`config.mk`:
```
export PLATFORM = sky130hd
export DESIGN_NAME = alarm_match_unit
export DESIGN_NICKNAME = d
export VERILOG_FILES = /design/src/rtl/alarm_pkg.sv /design/src/rtl/alarm_regfile.sv /design/src/rtl/alarm_compare.sv /design/src/rtl/alarm_irq_gen.sv /design/src/rtl/alarm_match_unit.sv
export SDC_FILE = /design/constraint.sdc
export NUM_CORES = 1
export LEC_CHECK = 0
export ABC_AREA = 1
export BUFFER_PORTS_ARGS = -buffer_cell sky130_fd_sc_hd__buf_2
export CAP_MARGIN = 20
export CORE_MARGIN = 2
export CORE_UTILIZATION = 50
export DETAILED_ROUTE_END_ITERATION = 10
export PLACE_DENSITY = 0.73
export SETUP_SLACK_MARGIN = 0.2
export SLEW_MARGIN = 20
export SYNTH_ARGS = -nofsm -noshare
export SYNTH_HDL_FRONTEND = slang
export SYNTH_SLANG_ARGS = --single-unit
```
`constraint.sdc`:
```
create_clock -name clk -period 1.3 [get_ports clk]
set_clock_uncertainty 0.1 [all_clocks]
set_input_delay 0.13 -clock clk [delete_from_list [all_inputs] [get_ports clk]]
set_output_delay 0.13 -clock clk [all_outputs]
set_load 0.02 [all_outputs]
```
`src/rtl/alarm_pkg.sv`:
```
`timescale 1ns/1ps
// Package: shared constants of the calendar alarm comparator.
// Assumes field order seconds..weekday maps to register addresses 0..5.
package alarm_pkg;
    localparam int ALARM_FIELDS  = 6;   // number of compared calendar fields
    localparam int ALARM_DW      = 8;   // register width
    localparam int ALARM_AW      = 3;   // register address width
    localparam int FIELD_EN_BIT  = 7;   // per-field enable position
    localparam int CTRL_EN_BIT   = 7;   // interrupt enable position
    localparam int CTRL_REP_BIT  = 6;   // repeating-mode position

    typedef enum logic [ALARM_AW-1:0] {
        FLD_SEC   = 3'd0,
        FLD_MIN   = 3'd1,
        FLD_HOUR  = 3'd2,
        FLD_DATE  = 3'd3,
        FLD_MONTH = 3'd4,
        FLD_DOW   = 3'd5,
        REG_CTRL  = 3'd6,
        REG_STAT  = 3'd7
    } alarm_addr_e;
endpackage

```
`src/rtl/alarm_regfile.sv`:
```
`timescale 1ns/1ps
// Module: alarm_regfile
// Holds the alarm field registers and the interrupt control register,
// provides a combinational read mux and decodes the status-clear write.
// Assumes NFIELD+2 addresses fit in AW bits.
module alarm_regfile #(
    parameter int NFIELD = 6,
    parameter int DW     = 8,
    parameter int AW     = 3
) (
    input  logic                   clk,
    input  logic                   rst_n,
    input  logic                   wr_en,
    input  logic [AW-1:0]          addr,
    input  logic [DW-1:0]          wdata,
    input  logic                   status,
    output logic [NFIELD-1:0][DW-1:0] alarm_q,
    output logic [DW-1:0]          ctrl_q,
    output logic                   status_clr,
    output logic [DW-1:0]          rdata
);
    localparam logic [AW-1:0] CTRL_ADDR = AW'(NFIELD);
    localparam logic [AW-1:0] STAT_ADDR = AW'(NFIELD + 1);

    generate
        for (genvar g = 0; g < NFIELD; g++) begin : g_field
            // Purpose: store one alarm field register.
            always_ff @(posedge clk) begin
                if (!rst_n)
                    alarm_q[g] <= '0;
                else if (wr_en && addr == AW'(g))
                    alarm_q[g] <= wdata;
            end
        end
    endgenerate

    // Purpose: store the interrupt control register.
    always_ff @(posedge clk) begin
        if (!rst_n)
            ctrl_q <= '0;
        else if (wr_en && addr == CTRL_ADDR)
            ctrl_q <= wdata;
    end

    // Purpose: a status write with bit 0 low requests a clear.
    assign status_clr = wr_en && (addr == STAT_ADDR) && !wdata[0];

    // Purpose: select the addressed register for reading.
    always_comb begin
        rdata = '0;
        for (int i = 0; i < NFIELD; i++) begin
            if (addr == AW'(i))
                rdata = alarm_q[i];
        end
        if (addr == CTRL_ADDR)
            rdata = ctrl_q;
        if (addr == STAT_ADDR)
            rdata = {{(DW-1){1'b0}}, status};
    end
endmodule

```
`src/rtl/alarm_compare.sv`:
```
`timescale 1ns/1ps
// Module: alarm_compare
// Compares each enabled alarm field with its counter; hit is high when at
// least one field is enabled and all enabled fields are equal.
// Assumes the enable sits in the top register bit, value in the rest.
module alarm_compare #(
    parameter int NFIELD = 6,
    parameter int DW     = 8
) (
    input  logic [NFIELD-1:0][DW-1:0] alarm_q,
    input  logic [NFIELD-1:0][DW-2:0] counts,
    output logic                      hit
);
    logic [NFIELD-1:0] fld_on;
    logic [NFIELD-1:0] fld_eq;

    generate
        for (genvar g = 0; g < NFIELD; g++) begin : g_cmp
            // Purpose: per-field enable and equality.
            assign fld_on[g] = alarm_q[g][DW-1];
            assign fld_eq[g] = (alarm_q[g][DW-2:0] == counts[g]);
        end
    endgenerate

    // Purpose: combine fields; disabled fields pass, none enabled blocks.
    assign hit = (|fld_on) && (&(~fld_on | fld_eq));
endmodule

```
`src/rtl/alarm_irq_gen.sv`:
```
`timescale 1ns/1ps
// Module: alarm_irq_gen
// Keeps the sticky status flag and the pulse timer, and forms the
// active-low interrupt from the selected mode.
// Assumes fire is a single-cycle event strobe.
module alarm_irq_gen #(
    parameter int PULSE = 4
) (
    input  logic clk,
    input  logic rst_n,
    input  logic fire,
    input  logic status_clr,
    input  logic int_en,
    input  logic rep_mode,
    output logic status,
    output logic irq_n
);
    localparam int CW = $clog2(PULSE + 1);
    localparam logic [CW-1:0] PULSE_LD = CW'(PULSE);

    logic [CW-1:0] pulse_cnt;

    // Purpose: sticky status; an event outranks a clear.
    always_ff @(posedge clk) begin
        if (!rst_n)
            status <= 1'b0;
        else if (fire)
            status <= 1'b1;
        else if (status_clr)
            status <= 1'b0;
    end

    // Purpose: load the pulse length on each event, count it down.
    always_ff @(posedge clk) begin
        if (!rst_n)
            pulse_cnt <= '0;
        else if (fire)
            pulse_cnt <= PULSE_LD;
        else if (pulse_cnt != '0)
            pulse_cnt <= pulse_cnt - 1'b1;
    end

    // Purpose: drive the pin low per mode.
    assign irq_n = !(int_en && (rep_mode ? (pulse_cnt != '0) : status));
endmodule

```
`src/rtl/alarm_match_unit.sv`:
```
`timescale 1ns/1ps
// Module: alarm_match_unit (top)
// Calendar alarm comparator: six enable-per-field alarm registers, a
// match evaluated on each one-second tick, a sticky status flag and an
// active-low interrupt with repeating-pulse or level behaviour.
// Assumes counters are valid in the tick cycle.
module alarm_match_unit
    import alarm_pkg::*;
#(
    parameter int PULSE_CYCLES = 4
) (
    input  logic                clk,
    input  logic                rst_n,
    input  logic                tick_i,
    input  logic [ALARM_DW-2:0] sec_i,
    input  logic [ALARM_DW-2:0] min_i,
    input  logic [ALARM_DW-2:0] hour_i,
    input  logic [ALARM_DW-2:0] date_i,
    input  logic [ALARM_DW-2:0] month_i,
    input  logic [ALARM_DW-2:0] dow_i,
    input  logic                wr_en_i,
    input  logic [ALARM_AW-1:0] reg_addr_i,
    input  logic [ALARM_DW-1:0] wr_data_i,
    output logic [ALARM_DW-1:0] rd_data_o,
    output logic                irq_n_o,
    output logic                status_o
);
    logic [ALARM_FIELDS-1:0][ALARM_DW-1:0] alarm_regs;
    logic [ALARM_FIELDS-1:0][ALARM_DW-2:0] cnt_vec;
    logic [ALARM_DW-1:0]                   ctrl_reg;
    logic                                  stat_clr;
    logic                                  hit;
    logic                                  fire;

    // Purpose: gather counters in field order (index = register address).
    assign cnt_vec[FLD_SEC]   = sec_i;
    assign cnt_vec[FLD_MIN]   = min_i;
    assign cnt_vec[FLD_HOUR]  = hour_i;
    assign cnt_vec[FLD_DATE]  = date_i;
    assign cnt_vec[FLD_MONTH] = month_i;
    assign cnt_vec[FLD_DOW]   = dow_i;

    alarm_regfile #(
        .NFIELD (ALARM_FIELDS),
        .DW     (ALARM_DW),
        .AW     (ALARM_AW)
    ) regs_i (
        .clk        (clk),
        .rst_n      (rst_n),
        .wr_en      (wr_en_i),
        .addr       (reg_addr_i),
        .wdata      (wr_data_i),
        .status     (status_o),
        .alarm_q    (alarm_regs),
        .ctrl_q     (ctrl_reg),
        .status_clr (stat_clr),
        .rdata      (rd_data_o)
    );

    alarm_compare #(
        .NFIELD (ALARM_FIELDS),
        .DW     (ALARM_DW)
    ) cmp_i (
        .alarm_q (alarm_regs),
        .counts  (cnt_vec),
        .hit     (hit)
    );

    // Purpose: evaluate the match only in tick cycles.
    assign fire = tick_i && hit;

    alarm_irq_gen #(
        .PULSE (PULSE_CYCLES)
    ) irq_i (
        .clk        (clk),
        .rst_n      (rst_n),
        .fire       (fire),
        .status_clr (stat_clr),
        .int_en     (ctrl_reg[CTRL_EN_BIT]),
        .rep_mode   (ctrl_reg[CTRL_REP_BIT]),
        .status     (status_o),
        .irq_n      (irq_n_o)
    );
endmodule

```
### Yosys cells after proc, flatten, opt, wreduce, memory -nomap -nowiden

Cells that the tools add are included.

| storage, ports and cells | value |
|---|---|
| input bits | 57 |
| register bits after elaboration | 60 |

| operators by class | value |
|---|---|
| reduce and logical (&&, ||, !) cells | 21 |
| multiplexer cells | 13 |
| bitwise operators | 3 |
| $add $sub $neg | 1 |
| eq/ne operators | 13 |

Operators with widths:

| cell | number |
|---|---|
| 8-bit 2-to-1 mux | 8 |
| 7-bit == test | 6 |
| 3-bit == test (second input constant) | 4 |
| 1-bit logical AND | 12 |
| 3-bit by 2-bit == test with 1-bit output (second input constant) | 2 |
| 3-bit 2-to-1 mux | 2 |
| 6-bit NOT | 1 |
| 6-bit OR | 1 |
| 6-bit AND reduction | 1 |
| 6-bit OR reduction | 1 |
| 2-bit nonzero test | 2 |
| 3-bit by 1-bit == test with 1-bit output (second input constant) | 1 |
| 3-bit zero test | 1 |
| 1-bit 2-to-1 mux | 3 |
| 3-bit nonzero test | 1 |
| 3-bit by 1-bit subtractor with 3-bit output (second input constant) | 1 |
| 1-bit zero test | 2 |
| 2-bit OR reduction | 1 |
| 1-bit NOT | 1 |

### Depth between registers and ports, before layout

Gate-level depths: netlist of the first run.

| depth | value |
|---|---|
| word-level depth | 9 |
| gate-level depth with buffers | 12 |
| mapped depth without buffers | 12 |

### Hierarchy

A second synthesis of the first run with hierarchy kept.

| second synthesis, totals | value |
|---|---|
| cells, all modules | 549 |
| area total of the unflattened synthesis | 3653.5 um^2 |

Modules (own cells, without submodules):

| module | instances | sequential area each (um^2) | cells each | area each (um^2) |
|---|---|---|---|---|
| alarm_regfile | 1 | 1121.1 | 379 | 2751.4 |
| alarm_compare | 1 | 0.0 | 135 | 671.9 |
| alarm_irq_gen | 1 | 80.1 | 33 | 222.7 |
| alarm_match_unit | 1 | 0.0 | 2 | 7.5 |

### Worst setup path after synthesis of the first run

Ideal clock, no wire load.

| timing path | value |
|---|---|
| path type | in2out |
| start | in reg_addr_i[2] |
| end | out rd_data_o[2] |
| stages on the path | 10 |
| data arrival time | 1090 ps |
| path slack | -20 ps |
| data required time | 1070 ps |
| path buffers | 1 |
| cells stage by stage | buf_6 > inv_1 > nand2_1 > clkinv_2 > nand2_1 > nand2_1 > a21oi_1 > o211ai_1 > o21ai_0 > inv_1 |

| on the way | value |
|---|---|
| word-level cells in the longest chain between the ends | 9 |

RTL lines:

| item | line | RTL |
|---|---|---|
| from (decl) | alarm_match_unit.sv:22 | `input logic [ALARM_AW-1:0] reg_addr_i,` |
| 3-bit zero test | alarm_regfile.sv:52 | `if (addr == AW'(i))` |
| 8-bit 2-to-1 mux (6 in a row) | alarm_regfile.sv:52 |  |
| 8-bit 2-to-1 mux | alarm_regfile.sv:55 | `if (addr == CTRL_ADDR)` |
| 8-bit 2-to-1 mux * | alarm_regfile.sv:57 | `if (addr == STAT_ADDR)` |
| to (decl) | alarm_match_unit.sv:24 | `output logic [ALARM_DW-1:0] rd_data_o,` |

Mark *: on every way between the ends. The rest lies on a longest branch, timed or not.

### Worst setup path after layout of the first run

| timing path | value |
|---|---|
| start | reg regs_i.alarm_q[13] (netlist bit) |
| end | out rd_data_o[5] |

| on the way | value |
|---|---|
| word-level cells in the longest chain between the ends | 7 |

RTL lines:

| item | line | RTL |
|---|---|---|
| from (decl) | alarm_regfile.sv:17 | `output logic [NFIELD-1:0][DW-1:0] alarm_q,` |
| from (signal, indexed assignment) | alarm_regfile.sv:32 | `alarm_q[g] <= wdata;` |
| 8-bit 2-to-1 mux (5 in a row) | alarm_regfile.sv:52 |  |
| 8-bit 2-to-1 mux | alarm_regfile.sv:55 |  |
| 8-bit 2-to-1 mux | alarm_regfile.sv:57 |  |

Every way passes these cells.

==> impl_metrics.toml, run 1 <==
[critical_path]
crit_chain = "buf_6 -> nand2_2 -> nand2_2 -> a21oi_2 -> o211ai_1 -> o21ai_1 -> inv_2 -> buf_6"
critPathBufInv = 3
worstSetupPathType = "reg -> out"
cp_data_arrival_time_ns = 1.47
critPathTopFamily = "compound AO/OA/AOI/OAI gates"
max_stage_delay_ns = 0.33
startpoint_type = "register"
cp_max_fo = 2
endpoint_kind = "output port"
worst_ep_required_time_ns = 1.07
critPathSlowestCell = "dfxtp_2"

[clock_tree]
clock-root-buffer = "clkbuf_8"
cts_hold_buf = 0
h-tree-depth = 3
insertion_delay_ns = 0.34
cts_buffer_depth = 2
clock_sinks = 60
cts_tree = "built"
cts_made_buffers = 9
cts.clk_slew.worst_paths_ns = 0.06

[place]
dp_cells = 708
finalWeightedCongestion = 0.960
dp_hpwl_mm = 7.49
dp_slack_ns = -0.266
io_buffers = 66

[logic_synthesis]
synthTopCellsByArea = "dfxtp_1 36%, nand2_1 16%, inv_1 7.9%"
ys_top_cells_by_count = "143 x nand2_1, 71 x inv_1, 60 x dfxtp_1"
synth-edff-count = 0
async_flop_share = 0
ys_seq_elements = 60
synth_top_area_share = 0.356
synthFlopType = "dfxtp_1"
syn_nets = 573
seq_area_frac_synth = 0.356
synth_area_per_cell_um2 = 6.57
yosys.cell_count.top_type = "nand2_1"
yosys.area.top_type = "dfxtp_1"
ys_types = 30
netlist_area_mm2 = 0.00338
ys_warn_count = 0
synthCells = 514

[floorplan]
io_pins = 67
num_rows = 29
die_area_mm2 = 0.00742
die_h_um = 86.2
die_w_um = 86.2
core-area_mm2 = 0.00642
initial_utilization = 0.526

[timing]
worst_hold_slack_ns = 0.0449
slew_viol_final = 0
worst_pin_slew_ns = 0.346
setup_viol = 13
max_freq_mhz = 589
timing.final.ws_setup_ns = -0.397
hold_violations = 0
rsz0062_at_grt = "true"
slew_headroom = 0.767
period_minus_slack_ns = 1.70
period_share = 1.31

[power_and_ir_drop]
power_density_mw_per_mm2 = 947
p_total_mw = 4.72
ir_drop_mv = 0.761
p_leak_nw = 2.33

[drt]
drt-initial-drc-count = 263
totalWireLength_mm = 10.7
drc = 0
routedWlPerCell_um = 14.3
routed_via_density = 5.25
vias = 3949
ant_nets = 0
dr.pass1.iters = 5

[status]
violations = "setup timing"
status = "finished, violations left"

[job]
maxCapViolCount = 0

[grt]
grt_usage = 0.297
grt_max_degree = 41
antenna_found_initial = 0
grt_pass1_vias = 3638
grt-ovfl-total = 0
grt_pass1_wl_mm = 17.0

[final_layout]
syn2layout_area_growth_pct = 47.5
multi_input_area_mm2 = 0.00202
antennaDiodeCount = 0
nNetsFinal = 729
fillCellCount = 476
final_cell_count_no_fill = 752
postLayoutCoreUtil = 0.775
regArea_mm2 = 0.00122
layout-drive-gt1-share = 0.409

[hold_path]
hold_class = "in -> reg"
-- per-stage QoR --
step | area (um^2) | TNS (ns)
finish | 4980 | -3.88
global route | 4980 | -4.90
CTS | 4790 | -3.73
detailed placement | 4280 | -6.90
global placement | 4280 | -5.83
floorplan | 3430 | 0
-- final timing paths --
kind / start / end / slack (ns) / cells past startpoint
min reg2reg: regs_i.alarm_q[6] / regs_i.alarm_q[6] / 0.36 / 2
max: regs_i.alarm_q[13] / rd_data_o[5] / -0.40 / 8
max reg2reg: regs_i.alarm_q[10] / irq_i.pulse_cnt[0] / -0.32 / 12
min: wr_data_i[7] / regs_i.alarm_q[7] / 0.04 / 3
-- kinds of logic (layout without fill, tap and decap cells) --
family | count (synthesis) | after routing | synth area share
DFF | 60 | 60 | 0.356
buffers and inverters | 93 | 254 | 0.114
xor gates and xnor gates | 24 | 24 | 0.0623
and+or+nand+nor | 213 | 213 | 0.261
AOI/OAI and AO/OA | 122 | 122 | 0.200
adders and majority gates | 2 | 2 | 0.00741
-- sequential cells by signal, indices dropped and copies added (netlist names) --
name and count:
irq_i.pulse_cnt 3, irq_i.status 1, regs_i.alarm_q 48, regs_i.ctrl_q 8
-- worst reg2reg max path, cell delays in order (launching register included) --
cell     delay [ns]
dfxtp_2        0.33
buf_4          0.13
buf_6          0.11
xnor2_2        0.11
nand2_1        0.07
nor2_1         0.10
nand2_1        0.06
nand2_1        0.07
nand2_1        0.06
nor2_1         0.12
nand2_2        0.11
nand2_2        0.11
nor2_2         0.04
-- report_power, final --
part,leakage (nW),switching (mW),total (mW),internal (mW)
Sequential,0.496,0.0731,2.02,1.95
Combinational,1.75,0.643,1.24,0.594
Clock,0.0844,0.719,1.46,0.741
-- routing by layer --
layer  up-vias  global-route usage  share of wire
li1       1945                   -              -
met1      1804               0.402           0.44
met3        33              0.0789          0.078
met5         -                   0              0
met4         0               0.111          0.032
met2       167               0.453           0.45
-- cell type report --
type | count | area share
clock buffer | 14 | 0.0307
multi-input combinational | 361 | 0.406
clock inverter | 2 | 0.00201
tap | 77 | 0.0194
sequential | 60 | 0.246
inverter | 78 | 0.0613
timing repair buffer | 160 | 0.235
-- cells in the final DEF, fill, tap and decap left out, drive strengths merged --
cell	count
nor3	3
a221oi	7
buf	159
dfxtp	60
o211ai	8
o22ai	1
ha	2
clkbuf	15
xor2	9
nand2	149
clkinv	4
a21oi	50
nor2	48
nand4	2
o2111ai	1
inv	76
o21ai	55
nand3	11
xnor2	15
-- repair_timing --
| item | 4_1_cts | 5_1_grt |
|---|---|---|
| pin swaps | 38 | 29 |
| endpoints found under the hold margin | 0 | 0 |
| buffers inserted | 21 | 7 |
| resized for setup | 77 | 47 |
| endpoints found under the setup margin | 17 | 40 |
Note: power is estimated with default switching activity, not from simulation.
==> run 2: changes to the inputs <==
--- a/config.mk
+++ b/config.mk
@@ -11,7 +11,7 @@
 export CORE_MARGIN = 2
 export CORE_UTILIZATION = 50
 export DETAILED_ROUTE_END_ITERATION = 10
-export PLACE_DENSITY = 0.73
+export PLACE_DENSITY = 0.76
 export SETUP_SLACK_MARGIN = 0.2
 export SLEW_MARGIN = 20
 export SYNTH_ARGS = -nofsm -noshare
==> run 2 against run 1 <==
  * Worst setup slack got worse by 0.035 ns
  * Register-to-register slack got worse by 0.04 ns
  * Critical endpoint is now rd_data_o[3]
  * Non-clock buffer count rose by 4
  * The run still ends with setup timing left
  * Flip-flop and latch count did not move
  * Maximum frequency fell by 2.0%
  * Die area did not move
  * Utilization rose by 0.94 points
  * Combinational power barely moved
  * Final cell count rose by 0.53%
  * Global-route usage rose by 1.1 points
==> impl_metrics.toml, run 2 (synthesis gave the netlist of run 1 again) <==
[timing]
slew_headroom = 0.786
period_minus_slack_ns = 1.73
worst_pin_slew_ns = 0.319
timing.final.ws_setup_ns = -0.432
period_share = 1.33
rsz0062_at_grt = "true"
slew_viol_final = 0
fin_setup_tns_ns = -4.28
hold_violations = 0
setup_viol = 13
max_freq_mhz = 577

[clock_tree]
cts.clk_slew.worst_paths_ns = 0.07
clock-root-buffer = "clkbuf_8"
cts_made_buffers = 9
clock_sinks = 60
cts_buffer_depth = 2
insertion_delay_ns = 0.35
cts_tree = "built"
cts_hold_buf = 0
h-tree-depth = 3

[critical_path]
startpoint = "regs_i.alarm_q[11]"
worstSetupPathType = "reg -> out"
cp_data_arrival_time_ns = 1.50
endpoint_kind = "output port"
reg2reg_slack_ns = -0.36
startpoint_type = "register"
reg2reg_from = "regs_i.alarm_q[13]"
cp_max_fo = 2
r2r_cells = 12
worst_ep_required_time_ns = 1.07

[final_layout]
top_regs = "regs_i.alarm_q: 48 flops, regs_i.ctrl_q: 8 flops, irq_i.pulse_cnt: 3 flops"
max_flop_register = "regs_i.alarm_q"
layout-drive-gt1-share = 0.415
final_common_cell = "nand2_1"
largest_reg_flops = 48
layout_common_cells = "125 x nand2_1, 91 x buf_4, 55 x buf_2, 52 x inv_1"
syn2layout_area_growth_pct = 49.3
antennaDiodeCount = 0
nNetsFinal = 733

[drt]
totalWireLength_mm = 12.0
drc = 0
routed_via_density = 5.48
drt-initial-drc-count = 538
routedWlPerCell_um = 15.9
dr.pass1.iters = 6
vias = 4143
ant_nets = 0

[grt]
antenna_found_initial = 0
grt_max_degree = 22
grt_pass1_vias = 3823
grt-ovfl-total = 0
grt_usage = 0.308
grt_pass1_wl_mm = 17.7

[job]
maxCapViolCount = 0

[power_and_ir_drop]
power_switching_mw = 1.52
p_leak_nw = 2.39
power_density_mw_per_mm2 = 996
p_seq_frac = 0.403
p_sw_frac = 0.303
power_frac_comb = 0.244
ir_drop_mv = 0.789
p_int_mw = 3.50
p_total_mw = 5.02
clockPowerShare = 0.352

[place]
dp_slack_ns = -0.276
io_buffers = 66
finalWeightedCongestion = 0.932
dp_hpwl_mm = 7.87

[floorplan]
io_pins = 67
die_w_um = 86.2
die_h_um = 86.2
core-area_mm2 = 0.00642
num_rows = 29
die_area_mm2 = 0.00742
initial_utilization = 0.526

[hold_path]
whs_path_depth = 3
hold_class = "in -> reg"
hp-start = "wr_data_i[7]"

[status]
status = "finished, violations left"
violations = "setup timing"
## run 2: cell count changes in the layout (fill, tap and decap cells not counted), sizes merged
cell and delta:
buf +3, bufinv +1, clkbuf -1, clkinvlp +1
## run 2: layout make-up
cell class,instances,area [um^2]
well taps,77,96.3
clock inverters,4,47.5
multi-input cells,361,2030
inverters,78,312
repair buffers,164,1160
flip-flops and latches,60,1230
clock buffers,12,155
fillers,442,1380
## run 2: routing by layer
layer	up-vias	wire length, um	share of wire	track usage
met3	64	1300	0.11	0.0635
met1	1868	4470	0.37	0.393
li1	1956	-	-	-
met5	-	0	0	0
met4	0	593	0.049	0.133
met2	255	5670	0.47	0.505
## run 2: what timing repair did
item / 4_1_cts / 5_1_grt
pin swaps: 36 / 30
hold endpoints to repair: 0 / 0
gates cloned: 0 / 1
gates resized for setup: 76 / 54
buffers inserted: 16 / 7
setup endpoints to repair: 16 / 55
## run 2: final timing paths
check,endpoint
worst max-delay path,rd_data_o[3]
worst min-delay path,regs_i.alarm_q[31]
worst max register to register,irq_i.pulse_cnt[0]
worst min register to register,regs_i.ctrl_q[2]
## run 2: critical path: stages (launching register included)
cell      delay, ns
dfxtp_2        0.33
buf_6          0.12
nand2_2        0.07
nand2_2        0.07
a21oi_2        0.11
o211ai_1       0.10
o21ai_1        0.18
inv_2          0.05
buf_6          0.12
## run 2: metrics by stage
stage / utilization / hold WS [ns] / cell area (um^2) / cells
floorplan: - / 0.165 / 3430 / 514
finish: 0.785 / 0.0400 / 5040 / 756
global placement: 0.672 / 0.339 / 4320 / 716
detailed placement: 0.672 / 0.344 / 4320 / 716
CTS: 0.752 / 0.0190 / 4830 / 748
global route: 0.785 / 0.0341 / 5040 / 756
## run 2: power groups by stage
stage	Clock (mW)	Combinational, mW	Sequential [mW]
after floorplan	0	0.559	2.04
after global placement	0	0.894	2.05
after detailed placement	0	0.928	2.05
after CTS	1.75	1.09	2.02
after global routing	1.85	1.34	2.03
final	1.77	1.23	2.02
